--- src/rtl/tdm_prbs_pkg.sv ---
package tdm_prbs_pkg;
  localparam int RATE_W  = 2;
  localparam int BASE_CH = 32;
  localparam int CH_W    = 8;
  localparam int BIT_W   = 3;
  localparam int IDX_W   = CH_W + BIT_W;
  localparam int SEQ_W   = 23;

  typedef enum logic {
    SEQ_SHORT = 1'b0,
    SEQ_LONG  = 1'b1
  } seq_len_e;

  localparam logic [IDX_W:0] FRAME_BITS_MIN = (IDX_W+1)'(BASE_CH * 8);

  function automatic logic [IDX_W:0] frame_bits(input logic [RATE_W-1:0] rate);
    return FRAME_BITS_MIN << rate;
  endfunction
endpackage

--- src/rtl/tdm_slot_counter.sv ---
module tdm_slot_counter
  import tdm_prbs_pkg::*;
(
  input  logic              clk,
  input  logic              rst,
  input  logic              bit_en,
  input  logic              frame_sync,
  input  logic [RATE_W-1:0] rate_sel,
  output logic [IDX_W-1:0]  cur_idx
);
  logic [IDX_W-1:0] last_idx;
  logic [IDX_W:0]   fb_last;

  always_comb begin
    fb_last = frame_bits(rate_sel) - (IDX_W+1)'(1);
    if (frame_sync)                      cur_idx = '0;
    else if ({1'b0, last_idx} >= fb_last) cur_idx = '0;
    else                                 cur_idx = last_idx + IDX_W'(1);
  end

  always_ff @(posedge clk) begin
    if (rst)         last_idx <= '1;
    else if (bit_en) last_idx <= cur_idx;
  end

  a_r9_sync_restarts: assert property (@(posedge clk) disable iff (rst)
    (bit_en && frame_sync) |=> (last_idx == '0));

  a_r8_pos_in_frame: assert property (@(posedge clk) disable iff (rst)
    (!$past(rst) && $past(bit_en)) |-> ({1'b0, last_idx} < frame_bits($past(rate_sel))));
endmodule

--- src/rtl/tdm_window_match.sv ---
module tdm_window_match
  import tdm_prbs_pkg::*;
(
  input  logic            tx_en,
  input  logic [CH_W-1:0] cur_ch,
  input  logic [CH_W-1:0] start_ch,
  input  logic [CH_W-1:0] len_ch,
  output logic            in_win
);
  logic [CH_W:0] last_ch;

  always_comb begin
    last_ch = {1'b0, start_ch} + {1'b0, len_ch};
    in_win  = tx_en && (cur_ch >= start_ch) && ({1'b0, cur_ch} <= last_ch);
  end
endmodule

--- src/rtl/tdm_prbs_gen.sv ---
module tdm_prbs_gen
  import tdm_prbs_pkg::*;
(
  input  logic clk,
  input  logic rst,
  input  logic run,
  input  logic advance,
  input  logic seq_sel,
  output logic seq_bit
);
  localparam int SHORT_W = 15;
  localparam int S_TAP_A = 14;
  localparam int S_TAP_B = 13;
  localparam int L_TAP_A = 22;
  localparam int L_TAP_B = 17;

  logic [SEQ_W-1:0] state;
  logic             sel_q;
  logic             reseed;

  always_comb begin
    if (seq_len_e'(seq_sel) == SEQ_LONG) seq_bit = state[L_TAP_A] ^ state[L_TAP_B];
    else                                 seq_bit = state[S_TAP_A] ^ state[S_TAP_B];
    reseed = !run || (seq_sel != sel_q);
  end

  always_ff @(posedge clk) begin
    if (rst) begin
      state <= '1;
      sel_q <= 1'b0;
    end else begin
      sel_q <= seq_sel;
      if (reseed)       state <= '1;
      else if (advance) state <= {state[SEQ_W-2:0], seq_bit};
    end
  end

  a_r11_state_nonzero: assert property (@(posedge clk) disable iff (rst)
    (seq_len_e'(sel_q) == SEQ_LONG) ? (state != '0) : (state[SHORT_W-1:0] != '0));
endmodule

--- src/rtl/tdm_prbs_inserter.sv ---
module tdm_prbs_inserter
  import tdm_prbs_pkg::*;
#(
  parameter int NSTR  = 4,
  parameter int STR_W = $clog2(NSTR)
) (
  input  logic              clk,
  input  logic              rst,
  input  logic              bit_en,
  input  logic              frame_sync,
  input  logic [RATE_W-1:0] rate_sel,
  input  logic              tx_en,
  input  logic              poly_sel,
  input  logic [STR_W-1:0]  stream_sel,
  input  logic [CH_W-1:0]   start_ch,
  input  logic [CH_W-1:0]   len_ch,
  input  logic [NSTR-1:0]   sw_data,
  input  logic [NSTR-1:0]   sw_oe,
  output logic [NSTR-1:0]   ser_out,
  output logic [NSTR-1:0]   ser_oe
);
  logic [IDX_W-1:0] cur_idx;
  logic             in_win;
  logic             seq_bit;

  tdm_slot_counter u_cnt (
    .clk(clk), .rst(rst), .bit_en(bit_en), .frame_sync(frame_sync),
    .rate_sel(rate_sel), .cur_idx(cur_idx)
  );

  tdm_window_match u_win (
    .tx_en(tx_en), .cur_ch(cur_idx[IDX_W-1:BIT_W]), .start_ch(start_ch),
    .len_ch(len_ch), .in_win(in_win)
  );

  tdm_prbs_gen u_gen (
    .clk(clk), .rst(rst), .run(tx_en), .advance(bit_en && in_win),
    .seq_sel(poly_sel), .seq_bit(seq_bit)
  );

  for (genvar i = 0; i < NSTR; i++) begin : g_str
    logic hit;
    assign hit = in_win && (stream_sel == STR_W'(i));

    always_ff @(posedge clk) begin
      if (rst) begin
        ser_out[i] <= 1'b0;
        ser_oe[i]  <= 1'b0;
      end else if (bit_en) begin
        ser_out[i] <= hit ? seq_bit : sw_data[i];
        ser_oe[i]  <= hit | sw_oe[i];
      end
    end

    a_r3_other_stream_pass: assert property (@(posedge clk) disable iff (rst)
      (!$past(rst) && $past(bit_en) && ($past(stream_sel) != STR_W'(i)))
        |-> (ser_out[i] == $past(sw_data[i]) && ser_oe[i] == $past(sw_oe[i])));
  end

  a_r1_reset_clear: assert property (@(posedge clk)
    $past(rst) |-> (ser_out == '0 && ser_oe == '0));

  a_r4_oe_forced: assert property (@(posedge clk) disable iff (rst)
    (!$past(rst) && $past(bit_en && in_win)) |-> ser_oe[$past(stream_sel)]);

  a_r10_hold_between: assert property (@(posedge clk) disable iff (rst)
    (!$past(rst) && !$past(bit_en)) |-> ($stable(ser_out) && $stable(ser_oe)));
endmodule

--- config.mk ---
export PLATFORM = sky130hd
export DESIGN_NAME = tdm_prbs_inserter
export DESIGN_NICKNAME = d
export VERILOG_FILES = /design/src/rtl/tdm_prbs_pkg.sv /design/src/rtl/tdm_slot_counter.sv /design/src/rtl/tdm_window_match.sv /design/src/rtl/tdm_prbs_gen.sv /design/src/rtl/tdm_prbs_inserter.sv
export SDC_FILE = /design/constraint.sdc
export NUM_CORES = 1
export LEC_CHECK = 0
export ABC_AREA = 1
export BUFFER_PORTS_ARGS = -buffer_cell sky130_fd_sc_hd__buf_2
export CORE_UTILIZATION = 35
export DETAILED_ROUTE_END_ITERATION = 8
export PLACE_DENSITY = 0.55
export SLEW_MARGIN = 20
export SYNTH_ARGS = -nofsm -noshare
export SYNTH_HDL_FRONTEND = slang
export SYNTH_SLANG_ARGS = --single-unit
--- constraint.sdc ---
create_clock -name clk -period 2.8 [get_ports clk]
set_input_delay 0.28 -clock clk [delete_from_list [all_inputs] [get_ports clk]]
set_output_delay 0.28 -clock clk [all_outputs]
set_load 0.01 [all_outputs]
==> metrics.md, run 1 <==
| Metric | Value |
|---|---|
| CP bufs+invs | 1 |
| Sequential fraction of the synthesis area | slightly above 30% |
| Failing checks | negative setup slack |
| CP max stage cell | dfxtp_2 |
| CP Launch Type | flop |
| Final Setup Violations | 16 |
| TritonCTS Buffers | 5 |
| Met3 wire len | 204 um |
| Vias in the first global route | 2679 |
| Worst-path fanout max | 8 |
| Clock latency on the worst-skew pair | 0.29 ns |
| CTS sink count | 43 |
| Routed length per instance | between 10 and 15 um |
| Root buffer cell | clkbuf_8 |
| Unique masters post-synth | 35 |
| Final Skew | between 0.007 and 0.008 ns |
| FMAX | 0.353 GHz |
| Metal-1 WL | about 3200 um |
| FFs w/ async S/R, synth | 0% |
| CP Capture Type | flop |
| Mapped Area | about 0.0028 mm2 |
| Area leader, netlist | dfxtp_1 |
| DR iter-0 viols | between 50 and 60 |
| H-tree depth | 2 |
| Dpl ws | -0.285 ns |
| HP Class | input pin to flop |
| Final Hold Fails | 0 |
| Grt ovf | 0 |
| CTS max path bufs | 2 |
| Max cap viols | 0 |
| Tot GR Track Use | 17.2% |
| Worst vdd ir | 0.266 mV |
| Crit path kind | flop to flop |
| RSZ-0062 raised after global routing | true |
| Final worst slack | -0.0303 ns |
| Worst path max stage delay | approximately 0.36 ns |
| CP required | 2.97 ns |
| Sw Share | between 30 and 40% |
| Main synth FF type | dfxtp_1 |
| HP Start | sw_oe[1] |
| DR pass1 iterations | 4 |
| Hold buffer count at cts | 0 |
| Initial Util | between 30 and 40% |
| Wirelength, routed | 7390 um |
| Layout Nets | between 500 and 600 |
| Die Height | 91.2 um |
| Internal Power | about 1100 uW |
| Status | finished with violations |
| Largest net degree at the start of global routing | 24 |
| Die W | around 91 um |
| Flop pwr share | between 30% and 40% |
| Worst path cell trace | ha_4 > nand2_2 > nand2_2 > nor2_4 > nand2_4 > or2_4 > ha_4 > o21ai_2 > nand2_2 > o21ai_2 > o21bai_2 > nand2_2 > a21oi_4 > nand3_4 > buf_8 > nand2_2 > nand3_2 |
| Post-Syn Instances | 377 |
| Share of layout cells above drive strength 1 | between 50% and 60% |
| Syn. warnings | 0 |
| Synthesized Nets | 438 |
| Final period utilization | 101% |
| Met2 routed WL | around 3800 um |
| CTS tree | done |
| # port buffers | ~40 |
| Top-area cell type share of the netlist area | 30.9% |
| Stages on worst setup path | 17 |
| HPWL after detailed placement | 5130 um |
| GP Congestion | approximately 0.8 |
| Vias | 2795 |
| IO Count | between 40 and 50 |
| Worst R2R Start | u_cnt.last_idx[10] |
| Ant. Diodes | 0 |
| Worst Setup EP | u_gen.state[3] |
| Origin of the worst setup path | u_cnt.last_idx[10] |
| Avg Inst Size Synth | roughly 7.4 um2 |
| Die footprint | between 0.008 and 0.009 mm2 |
| Initial antenna violation count | 0 |
| Delay-heaviest family, CP | simple AND/OR/NAND/NOR gates |
| Floorplan core area | roughly 0.0077 mm2 |
| Count leader, synth | nand2_1 |
| WP data arrival | 3.00 ns |
| First-pass GRT wire length | between 10000 and 15000 um |
| Net Switching | ~560 uW |
| Area grow syn2layout | 48.4% |
| Most frequent CP cell | nand2_2 |
| Row Count | 32 |
| Part of the power in combinational logic | 36.7% |
| R2R cell count | 17 |
| Register bit total from synthesis | 43 |
| Post-synth EDFFs | 0 |
| Drt drc | 0 |
| Pleak | 0.00192 uW |
| Fin. max-slew vios | 0 |
| Worst slew pin tran | 0.610 ns |
| Reg2reg setup slack | -0.03 ns |
| Fin crit period | roughly 2.8 ns |
| Post-Route Setup TNS | -0.260 ns |
| Antenna-violating nets left | 0 |
| Max-slew headroom | between 50% and 60% |
| Clk pwr share | a little under a quarter |
| Via density | ~4.8 |
| Synth top area cells | dfxtp_1 31%, nand2_1 12%, ha_1 12%, inv_1 5.9%, a21oi_1 5.4% |
| Reg2Reg Capture Point | u_gen.state[3] |
| PD cells | 399 mW/mm2 |
| Reg clk slew, reported paths | about 0.08 ns |
| Max Used Layer | met4 |
| Top post-synthesis cells by count | 88 x nand2_1, 44 x inv_1, 43 x dfxtp_1 |
==> worst min-delay path by stage <==
stage                              endpoint  cells past startpoint
after floorplan           u_cnt.last_idx[1]                      2
after global placement       u_gen.state[8]                      2
after detailed placement     u_gen.state[5]                      2
after CTS                         ser_oe[1]                      3
after global routing              ser_oe[3]                      3
final                             ser_oe[1]                      3
==> cell type report <==
| class | count | area (um2) |
|---|---|---|
| Clock buffer | 6 | 72.6 |
| Clock inverter | 2 | 12.5 |
| Fill cell | 739 | 3600 |
| Inverter | 46 | 180 |
| Multi-Input combinational cell | 278 | 2160 |
| Sequential cell | 43 | 868 |
| Tap cell | 102 | 128 |
| Timing Repair Buffer | 100 | 711 |
==> state kept, by name (all words and copies together) (netlist names) <==
name	flops
u_gen.state	23
u_cnt.last_idx	11
ser_oe	4
ser_out	4
u_gen.sel_q	1
==> worst min-delay path, stage by stage <==
cell and delay (ns):
buf_2 0.08, nor2_1 0.04, a21oi_2 0.11
==> logic make-up (layout without fill, tap and decap cells) <==
| group | count (synthesis) | count (layout) | share of synthesized area (%) |
|---|---|---|---|
| compound gates | 53 | 53 | 11.0 |
| fa+ha+maj | 27 | 27 | 12.4 |
| simple gates | 185 | 185 | 32.9 |
| flops | 43 | 43 | 30.9 |
| buf+inv | 56 | 154 | 8.76 |
| xor+xnor | 13 | 13 | 4.09 |
==> power groups by stage <==
| stage | clock network [uW] | logic [uW] | registers, uW |
|---|---|---|---|
| floorplan | 0 | 272 | 670 |
| global placement | 0 | 446 | 664 |
| finish | 389 | 605 | 656 |
| detailed placement | 0 | 451 | 665 |
| CTS | 401 | 498 | 653 |
| global route | 420 | 666 | 659 |
==> layout by cell type (no fill, tap or decap), types with 8 or more instances in the layout <==
cell type  synthesis  routed
a21oi_1           30      20
a21oi_2            0       9
buf_2              0      41
buf_4              2      48
buf_6              1       8
dfxtp_1           43      37
ha_1              26      19
inv_1             44      39
nand2_1           88      55
nand2_2           11      38
nand2_4            2       8
nand3_1           27      10
nand3_2           12      24
nor2_1            25      12
nor2_2             3      10
nor2_4             2       8
o21ai_0           14      11
xor2_1             9       9
==> repair_timing <==
action / 4_1_cts / 5_1_grt
setup endpoints to repair: 31 / 31
setup buffers: 3 / 9
gates resized for setup: 49 / 86
cloned: 1 / 1
pin swaps: 29 / 58
==> stage by stage <==
stage          cell area [um2]  cells  power, uW  utilization [%]  hold slack (ns)
6_report                  4130    577       1650             53.4            0.256
5_1_grt                   4130    577       1740             53.4            0.267
4_1_cts                   3700    568       1550             47.9            0.250
3_5_place_dp              3410    557       1120             44.2            0.447
3_3_place_gp              3410    557       1110             44.2            0.437
2_1_floorplan             2800    377        942                -            0.380
==> routing by layer <==
metal / GRT usage [%] / vias to the layer above
met5: 0 / -
met4: 5.95 / 0
met3: 2.35 / 14
met2: 32.6 / 46
met1: 19.6 / 1313
li1: - / 1422
Note: power is estimated with default switching activity, not from simulation.
==> run 2, diff against run 1 <==
Settings changed: CORE_UTILIZATION 35 to 50, PLACE_DENSITY 0.55 to 0.74.
==> metrics.md, run 2 (synthesis results as in run 1) <==
| Metric | Value |
|---|---|
| Worst vdd ir | 0.378 mV (was 0.266 mV) |
| # port buffers | 41 (unchanged) |
| Antenna-violating nets left | 0 (unchanged) |
| WP data arrival | 3.11 ns (was 3.00 ns) |
| Root buffer cell | clkbuf_8 (unchanged) |
| First-pass GRT wire length | 11000 um (was 11700 um) |
| Hold buffer count at cts | 0 (unchanged) |
| RSZ-0062 raised after global routing | true (unchanged) |
| Via density | 5.09 (was 4.84) |
| Multi-input gate area | 0.00197 mm2 (was 0.00216 mm2) |
| TritonCTS Buffers | 5 (unchanged) |
| Origin of the worst setup path | u_cnt.last_idx[1] (was u_cnt.last_idx[10]) |
| Wirelength, routed | 6800 um (was 7390 um) |
| Worst-path fanout max | 7 (was 8) |
| Internal Power | 1050 uW (was 1090 uW) |
| HP Start | sw_oe[3] (was sw_oe[1]) |
| GP Congestion | 0.872 (was 0.790) |
| Worst R2R Start | u_cnt.last_idx[1] (was u_cnt.last_idx[10]) |
| Final period utilization | 105% (was 101%) |
| Largest regs | u_gen.state (23), u_cnt.last_idx (11) (unchanged) |
| DR pass1 iterations | 4 (unchanged) |
| Worst path cell trace | ha_4 > nand2_4 > nor2_4 > inv_2 > nor2_4 > inv_2 > nor2_4 > nand4_1 > xor2_1 > nor2_2 > ha_1 > inv_2 > nor3_4 > a211oi_4 > a21oi_4 > nand3_4 > buf_6 > nand2_1 > nand3_1 (was ha_4 > nand2_2 > nand2_2 > nor2_4 > nand2_4 > or2_4 > ha_4 > o21ai_2 > nand2_2 > o21ai_2 > o21bai_2 > nand2_2 > a21oi_4 > nand3_4 > buf_8 > nand2_2 > nand3_2) |
| Layout Nets | 520 (was 535) |
| Tot GR Track Use | 22.9% (was 17.2%) |
| Reg clk slew, reported paths | 0.08 ns (about the same) |
| Net Switching | 529 uW (was 561 uW) |
| Fin crit period | 2.93 ns (was 2.83 ns) |
| Fin. max-slew vios | 0 (unchanged) |
| H-tree depth | 2 (unchanged) |
| CTS sink count | 43 (unchanged) |
| FMAX | 0.342 GHz (was 0.353 GHz) |
| HP Class | input pin to flop (unchanged) |
| Floorplan core area | 0.00524 mm2 (was 0.00773 mm2) |
| Fillers | 402 (was 739) |
| Crit path kind | flop to flop (unchanged) |
| Placed inst area | 0.00333 mm2 (was 0.00341 mm2) |
| CP Capture Type | flop (unchanged) |
| Delay-heaviest family, CP | simple AND/OR/NAND/NOR gates (unchanged) |
| Initial Util | 53.2% (was 36.0%) |
| Commonest non-fill, non-tap cell in the layout | nand2_1 (unchanged) |
| Drt drc | 0 (unchanged) |
| Failing checks | negative setup slack (unchanged) |
| Clock latency on the worst-skew pair | 0.30 ns (was 0.29 ns) |
| Final worst slack | -0.128 ns (was -0.0303 ns) |
| Pleak | 0.00183 uW (was 0.00192 uW) |
| CP Launch Type | flop (unchanged) |
| Initial antenna violation count | 0 (unchanged) |
| Max-slew headroom | 52.4% (was 58.9%) |
| Share of layout cells above drive strength 1 | 41.0% (was 51.4%) |
| Worst path max stage delay | 0.36 ns (about the same) |
| Dpl ws | -0.280 ns (was -0.285 ns) |
| Cell area after layout | 0.00378 mm2 (was 0.00413 mm2) |
| Part of the power in combinational logic | 33.9% (was 36.7%) |
| DR iter-0 viols | 133 (was 54) |
| Die W | 76.6 um (was 91.2 um) |
| Biggest register | u_gen.state (unchanged) |
| Vias in the first global route | 2637 (was 2679) |
| Final Setup Violations | 27 (was 16) |
| CP bufs+invs | 4 (was 1) |
| CP required | 2.98 ns (was 2.97 ns) |
| Routed length per instance | 12.9 um (was 12.8 um) |
| IO Count | 42 (unchanged) |
| Die footprint | 0.00587 mm2 (was 0.00831 mm2) |
| PD cells | 417 mW/mm2 (was 399 mW/mm2) |
| Worst slew pin tran | 0.707 ns (was 0.610 ns) |
| Grt ovf | 0 (unchanged) |
| Post-layout power | 1570 uW (was 1650 uW) |
| Final Skew | 0.00551 ns (was 0.00736 ns) |
| Flop pwr share | 41.6% (was 39.8%) |
| Commonest cells after routing, fill and taps aside | 66 x nand2_1, 41 x inv_1, 41 x buf_2 (was 55 x nand2_1, 48 x buf_4, 41 x buf_2) |
| Clk pwr share | 24.6% (was 23.6%) |
| Max cap viols | 0 (unchanged) |
| CP max stage cell | dfxtp_2 (unchanged) |
| CTS max path bufs | 2 (unchanged) |
| Die Height | 76.6 um (was 91.2 um) |
| Area grow syn2layout | 35.7% (was 48.4%) |
| Row Count | 26 (was 32) |
| Vias | 2690 (was 2795) |
| Status | finished with violations (unchanged) |
| Largest net degree at the start of global routing | 24 (unchanged) |
| Largest register FFs | 23 (unchanged) |
| HPWL after detailed placement | 4660 um (was 5130 um) |
| FF/Latch Area | 867 um2 (was 868 um2) |
| Final Hold Fails | 0 (unchanged) |
| CTS tree | done (unchanged) |
| Sw Share | 33.6% (was 34.0%) |
| Ant. Diodes | 0 (unchanged) |
==> run 2: cell count changes in the layout (fill, tap and decap cells not counted), sizes merged <==
cell	before	now
clkinvlp	1	0
clkbuf	7	6
clkinv	2	3
buf	99	84
==> run 2: area by class of cell <==
class,count,area share (%)
flip-flops and latches,43,22.9
clock inverters,2,0.364
multi-input cells,278,52.2
inverters,46,4.77
well taps,70,2.32
repair buffers,85,15.6
clock buffers,5,1.82
==> run 2: per-stage QoR <==
step                TNS, ns  std cells  hold WS [ns]  util [%]
detailed placement    -7.04        517         0.446      63.5
global route          -9.02        529         0.262      72.1
global placement      -5.17        517         0.435      63.5
CTS                 -0.0673        526         0.246      67.9
floorplan                 0        377         0.380         -
finish                -2.51        529         0.241      72.1
==> run 2: timing repair <==
action                                  4_1_cts  5_1_grt
endpoints found under the setup margin       31       31
endpoints found under the hold margin         0        0
pin swaps                                     0       30
gates resized for setup                      30       53
buffers inserted                              2        2
gates cloned                                  0        1
==> run 2: path summary, 6_finish.rpt <==
kind	cells past startpoint	endpoint	slack (ns)
setup / recovery	19	u_gen.state[1]	-0.13
hold / removal	3	ser_oe[3]	0.24
setup reg to reg	19	u_gen.state[1]	-0.13
hold reg to reg	2	ser_out[2]	0.47
==> run 2: layer usage <==
layer / up-vias / GRT usage [%] / share of wire [%]
li1: 1394 / - / -
met1: 1245 / 25.1 / 43
met2: 38 / 44.2 / 53
met3: 13 / 3.35 / 2.5
met4: 0 / 7.69 / 1.8
met5: - / 0 / 0
==> run 2: worst register-to-register path: cells and delay by family (launching register included) <==
family	cells	cell delay, ns
and+or+nand+nor	10	1.08
adders and majority gates	2	0.47
buffers and inverters	4	0.40
DFF	1	0.36
AOI/OAI and AO/OA	2	0.29
xor gates and xnor gates	1	0.21
==> run 2: power groups by stage <==
stage | Clock (uW) | Combinational (uW) | Sequential (uW)
2_1_floorplan | 0 | 272 | 670
3_3_place_gp | 0 | 427 | 664
3_5_place_dp | 0 | 439 | 665
4_1_cts | 388 | 482 | 654
5_1_grt | 416 | 589 | 658
6_report | 387 | 533 | 655
==> run 3, diff against run 2 <==
Settings changed: ABC_AREA 1 to not set, CORE_ASPECT_RATIO set to 1.4, PLACE_DENSITY 0.74 to 0.75.
Clock period 2.8 ns to 2.6 ns, I/O delays scaled along.
==> metrics.md, run 3 <==
| Metric | Value |
|---|---|
| Avg Inst Size Synth | 8.82 um2 (was 7.38 um2) |
| Die Height | 88.5 um (was 76.6 um) |
| Synth top area cells | dfxtp_1 32%, ha_1 12%, mux2i_1 8.6%, nand2_1 4.8%, a21oi_1 4.3% (was dfxtp_1 31%, nand2_1 12%, ha_1 12%, inv_1 5.9%, a21oi_1 5.4%) |
| CP Capture Type | flop (unchanged) |
| CTS tree | done (unchanged) |
| Max Used Layer | met4 (unchanged) |
| Final Skew | 0.00483 ns (was 0.00551 ns) |
| Via density | 5.60 (was 5.09) |
| Wirelength, routed | 7900 um (was 6800 um) |
| Worst-path fanout max | 6 (was 7) |
| Ant. Diodes | 0 (unchanged) |
| Pleak | 0.00174 uW (was 0.00183 uW) |
| HPWL after detailed placement | 4970 um (was 4660 um) |
| Final Setup Violations | 31 (was 27) |
| H-tree depth | 2 (unchanged) |
| Simple-Gate Fraction of Synth Area | 17.3% (was 32.9%) |
| Die W | 63.8 um (was 76.6 um) |
| Met3 wire len | 257 um (was 171 um) |
| Failing checks | negative setup slack (unchanged) |
| Max cap viols | 0 (unchanged) |
| CTS max path bufs | 2 (unchanged) |
| Metal-1 WL | 2820 um (was 2920 um) |
| TritonCTS Buffers | 5 (unchanged) |
| Largest register FFs | 23 (unchanged) |
| WP data arrival | 3.81 ns (was 3.11 ns) |
| # port buffers | 41 (unchanged) |
| Antenna-violating nets left | 0 (unchanged) |
| Die footprint | 0.00565 mm2 (was 0.00587 mm2) |
| Max-slew headroom | 50.4% (was 52.4%) |
| Hold buffer count at cts | 0 (unchanged) |
| Main synth FF type | dfxtp_1 (unchanged) |
| Mux cell area share after synthesis | 8.61% (was 0%) |
| Crit path kind | flop to flop (unchanged) |
| Post-Syn Instances | 303 (was 377) |
| Main combinational cell family by area after synthesis | compound AO/OA/AOI/OAI gates (was simple AND/OR/NAND/NOR gates) |
| Sequential fraction of the synthesis area | 32.2% (was 30.9%) |
| RSZ-0062 raised after global routing | true (unchanged) |
| Routed length per instance | 16.5 um (was 12.9 um) |
| Clk pwr share | 24.2% (was 24.6%) |
| Vias | 2687 (was 2690) |
| GP Congestion | 0.882 (was 0.872) |
| Layout Nets | 474 (was 520) |
| Final period utilization | 141% (was 105%) |
| Net Switching | 601 uW (was 529 uW) |
| Status | finished with violations (unchanged) |
| First-pass GRT wire length | 10900 um (was 11000 um) |
| Top-area cell type share of the netlist area | 32.2% (was 30.9%) |
| Clock latency on the worst-skew pair | 0.30 ns (about the same) |
| Mapped Area | 0.00267 mm2 (was 0.00278 mm2) |
| Finished Core Util | 78.0% (was 72.1%) |
| Fin. max-slew vios | 0 (unchanged) |
| Grt ovf | 0 (unchanged) |
| Initial antenna violation count | 0 (unchanged) |
| Share of layout cells above drive strength 1 | 44.4% (was 41.0%) |
| Worst vdd ir | 0.436 mV (was 0.378 mV) |
| Vias in the first global route | 2471 (was 2637) |
| CP Launch Type | flop (unchanged) |
| Area grow syn2layout | 50.5% (was 35.7%) |
| Part of the power in combinational logic | 39.2% (was 33.9%) |
| Reg clk slew, reported paths | 0.07 ns (was 0.08 ns) |
| CTS sink count | 43 (unchanged) |
| Flop pwr share | 36.6% (was 41.6%) |
| Post-Synth Adder-Cell Area | 12.9% (was 12.4%) |
| Floorplan core area | 0.00516 mm2 (was 0.00524 mm2) |
| Post-synth EDFFs | 0 (unchanged) |
| DR iter-0 viols | 55 (was 133) |
| Tot GR Track Use | 25.6% (was 22.9%) |
| Root buffer cell | clkbuf_8 (unchanged) |
| Top post-synthesis cells by count | 43 x dfxtp_1, 34 x nand2_1, 26 x ha_1, 26 x nor2_1 (was 88 x nand2_1, 44 x inv_1, 43 x dfxtp_1) |
| CP required | 2.75 ns (was 2.98 ns) |
| PD cells | 473 mW/mm2 (was 417 mW/mm2) |
| Finished Layout Cells | 480 (was 529) |
| Internal Power | 1300 uW (was 1050 uW) |
| Sw Share | 31.5% (was 33.6%) |
| Area leader, netlist | dfxtp_1 (unchanged) |
| Biggest register | u_gen.state (unchanged) |
| Initial Util | 51.8% (was 53.2%) |
| Synthesized Nets | 364 (was 438) |
| Hold slack | 0.225 ns (was 0.241 ns) |
| Post-Synth XOR/XNOR Area | 4.91% (was 4.09%) |
| Unique masters post-synth | 45 (was 35) |
| Final Hold Fails | 0 (unchanged) |
| Worst slew pin tran | 0.744 ns (was 0.707 ns) |
| HP Class | input pin to flop (unchanged) |
| Compound-Gate Fraction of Synth Area | 19.7% (was 11.0%) |
| Drt drc | 0 (unchanged) |
| Register bit total from synthesis | 43 (unchanged) |
| Largest net degree at the start of global routing | 24 (unchanged) |
| Syn. warnings | 0 (unchanged) |
| IO Count | 42 (unchanged) |
| Post-Route Setup TNS | -30.43 ns (was -2.51 ns) |
| FMAX | 0.273 GHz (was 0.342 GHz) |
| Largest regs | u_gen.state (23), u_cnt.last_idx (11) (unchanged) |
| Commonest cells after routing, fill and taps aside | 65 x buf_4, 41 x buf_2, 41 x dfxtp_1 (was 66 x nand2_1, 41 x inv_1, 41 x buf_2) |
| Fin crit period | 3.66 ns (was 2.93 ns) |
| Final worst slack | -1.06 ns (was -0.128 ns) |
| FFs w/ async S/R, synth | 0% (unchanged) |
| Dpl cells | 455 (was 517) |
| DR pass1 iterations | 4 (unchanged) |
| Met2 routed WL | 4390 um (was 3580 um) |
| Row Count | 31 (was 26) |
| Count leader, synth | dfxtp_1 (was nand2_1) |
| Commonest non-fill, non-tap cell in the layout | buf_4 (was nand2_1) |
-- run 3: changes by cell type after synthesis, moves of 5 or more --
cell      previous run  this run
inv_1               44        14
a211oi_1             2         7
nand3_2             12         0
a211o_1              0         9
mux2i_1              0        23
nand2_2             11         1
nand3_1             27        10
a21oi_1             30        23
o21ai_0             14         8
nand2_1             88        34
xnor2_1              4        10
nand4_1              7         1
-- run 3: worst max-delay path: stages, from the launching register on --
cell and delay, ns:
dfxtp_1 0.34, ha_1 0.18, nand4_1 0.25, nor2_2 0.23
nand3_2 0.12, xor2_2 0.25, nor2_4 0.08, ha_4 0.29
nand2_1 0.09, or4_4 0.51, a2111oi_4 0.25, a2111oi_4 0.08
a211oi_4 0.23, buf_6 0.17, buf_16 0.12, mux2i_2 0.23
nand2_1 0.08
-- run 3: worst paths after layout --
check	to	cells after the start	slack, ns	startpoint
setup / recovery	u_gen.state[18]	16	-1.06	u_cnt.last_idx[1]
hold reg to reg	u_gen.state[7]	2	0.47	u_gen.state[7]
setup reg to reg	u_gen.state[18]	16	-1.06	u_cnt.last_idx[1]
hold / removal	ser_out[0]	3	0.22	sw_data[0]
-- run 3: layer usage --
layer	track usage, %	up-vias
met3	5.41	37
met1	22.9	1277
met2	50.7	69
met5	0	-
li1	-	1304
met4	16.9	0
-- run 3: area by class of cell --
cell class | count | area (um2)
flip-flops and latches | 43 | 863
repair buffers | 115 | 852
well taps | 66 | 82.6
fillers | 339 | 1130
inverters | 15 | 56.3
multi-input cells | 233 | 2070
clock buffers | 8 | 100
-- run 3: power by group through the flow --
stage / Combinational [uW] / Sequential (uW) / Clock (uW)
2_1_floorplan: 343 / 722 / 0
3_3_place_gp: 558 / 711 / 0
3_5_place_dp: 575 / 712 / 0
4_1_cts: 643 / 696 / 466
5_1_grt: 800 / 700 / 497
6_report: 748 / 698 / 461
-- run 3: timing repair --
action                     in CTS  in global routing
gates resized for setup        21                 31
pin swaps                       4                  7
setup endpoints to repair      31                 31
setup buffers                   5                  8
hold endpoints to repair        0                  0
cloned                          3                  1
-- run 3: cells by family (layout without fill, tap and decap cells) --
| kind of cell | Yosys count | in the layout |
|---|---|---|
| xor+xnor | 15 | 15 |
| mux | 23 | 23 |
| simple gates | 99 | 99 |
| fa+ha+maj | 27 | 27 |
| buf+inv | 27 | 138 |
| flops | 43 | 43 |
| compound gates | 69 | 69 |
-- run 3: stage by stage --
step | power, uW | worst slack, ns | cell area (um2)
6_report | 1910 | -1.06 | 4030
5_1_grt | 2000 | -1.19 | 4030
3_3_place_gp | 1270 | -1.11 | 3490
3_5_place_dp | 1290 | -1.20 | 3490
2_1_floorplan | 1070 | -0.940 | 2850
4_1_cts | 1810 | -0.926 | 3810
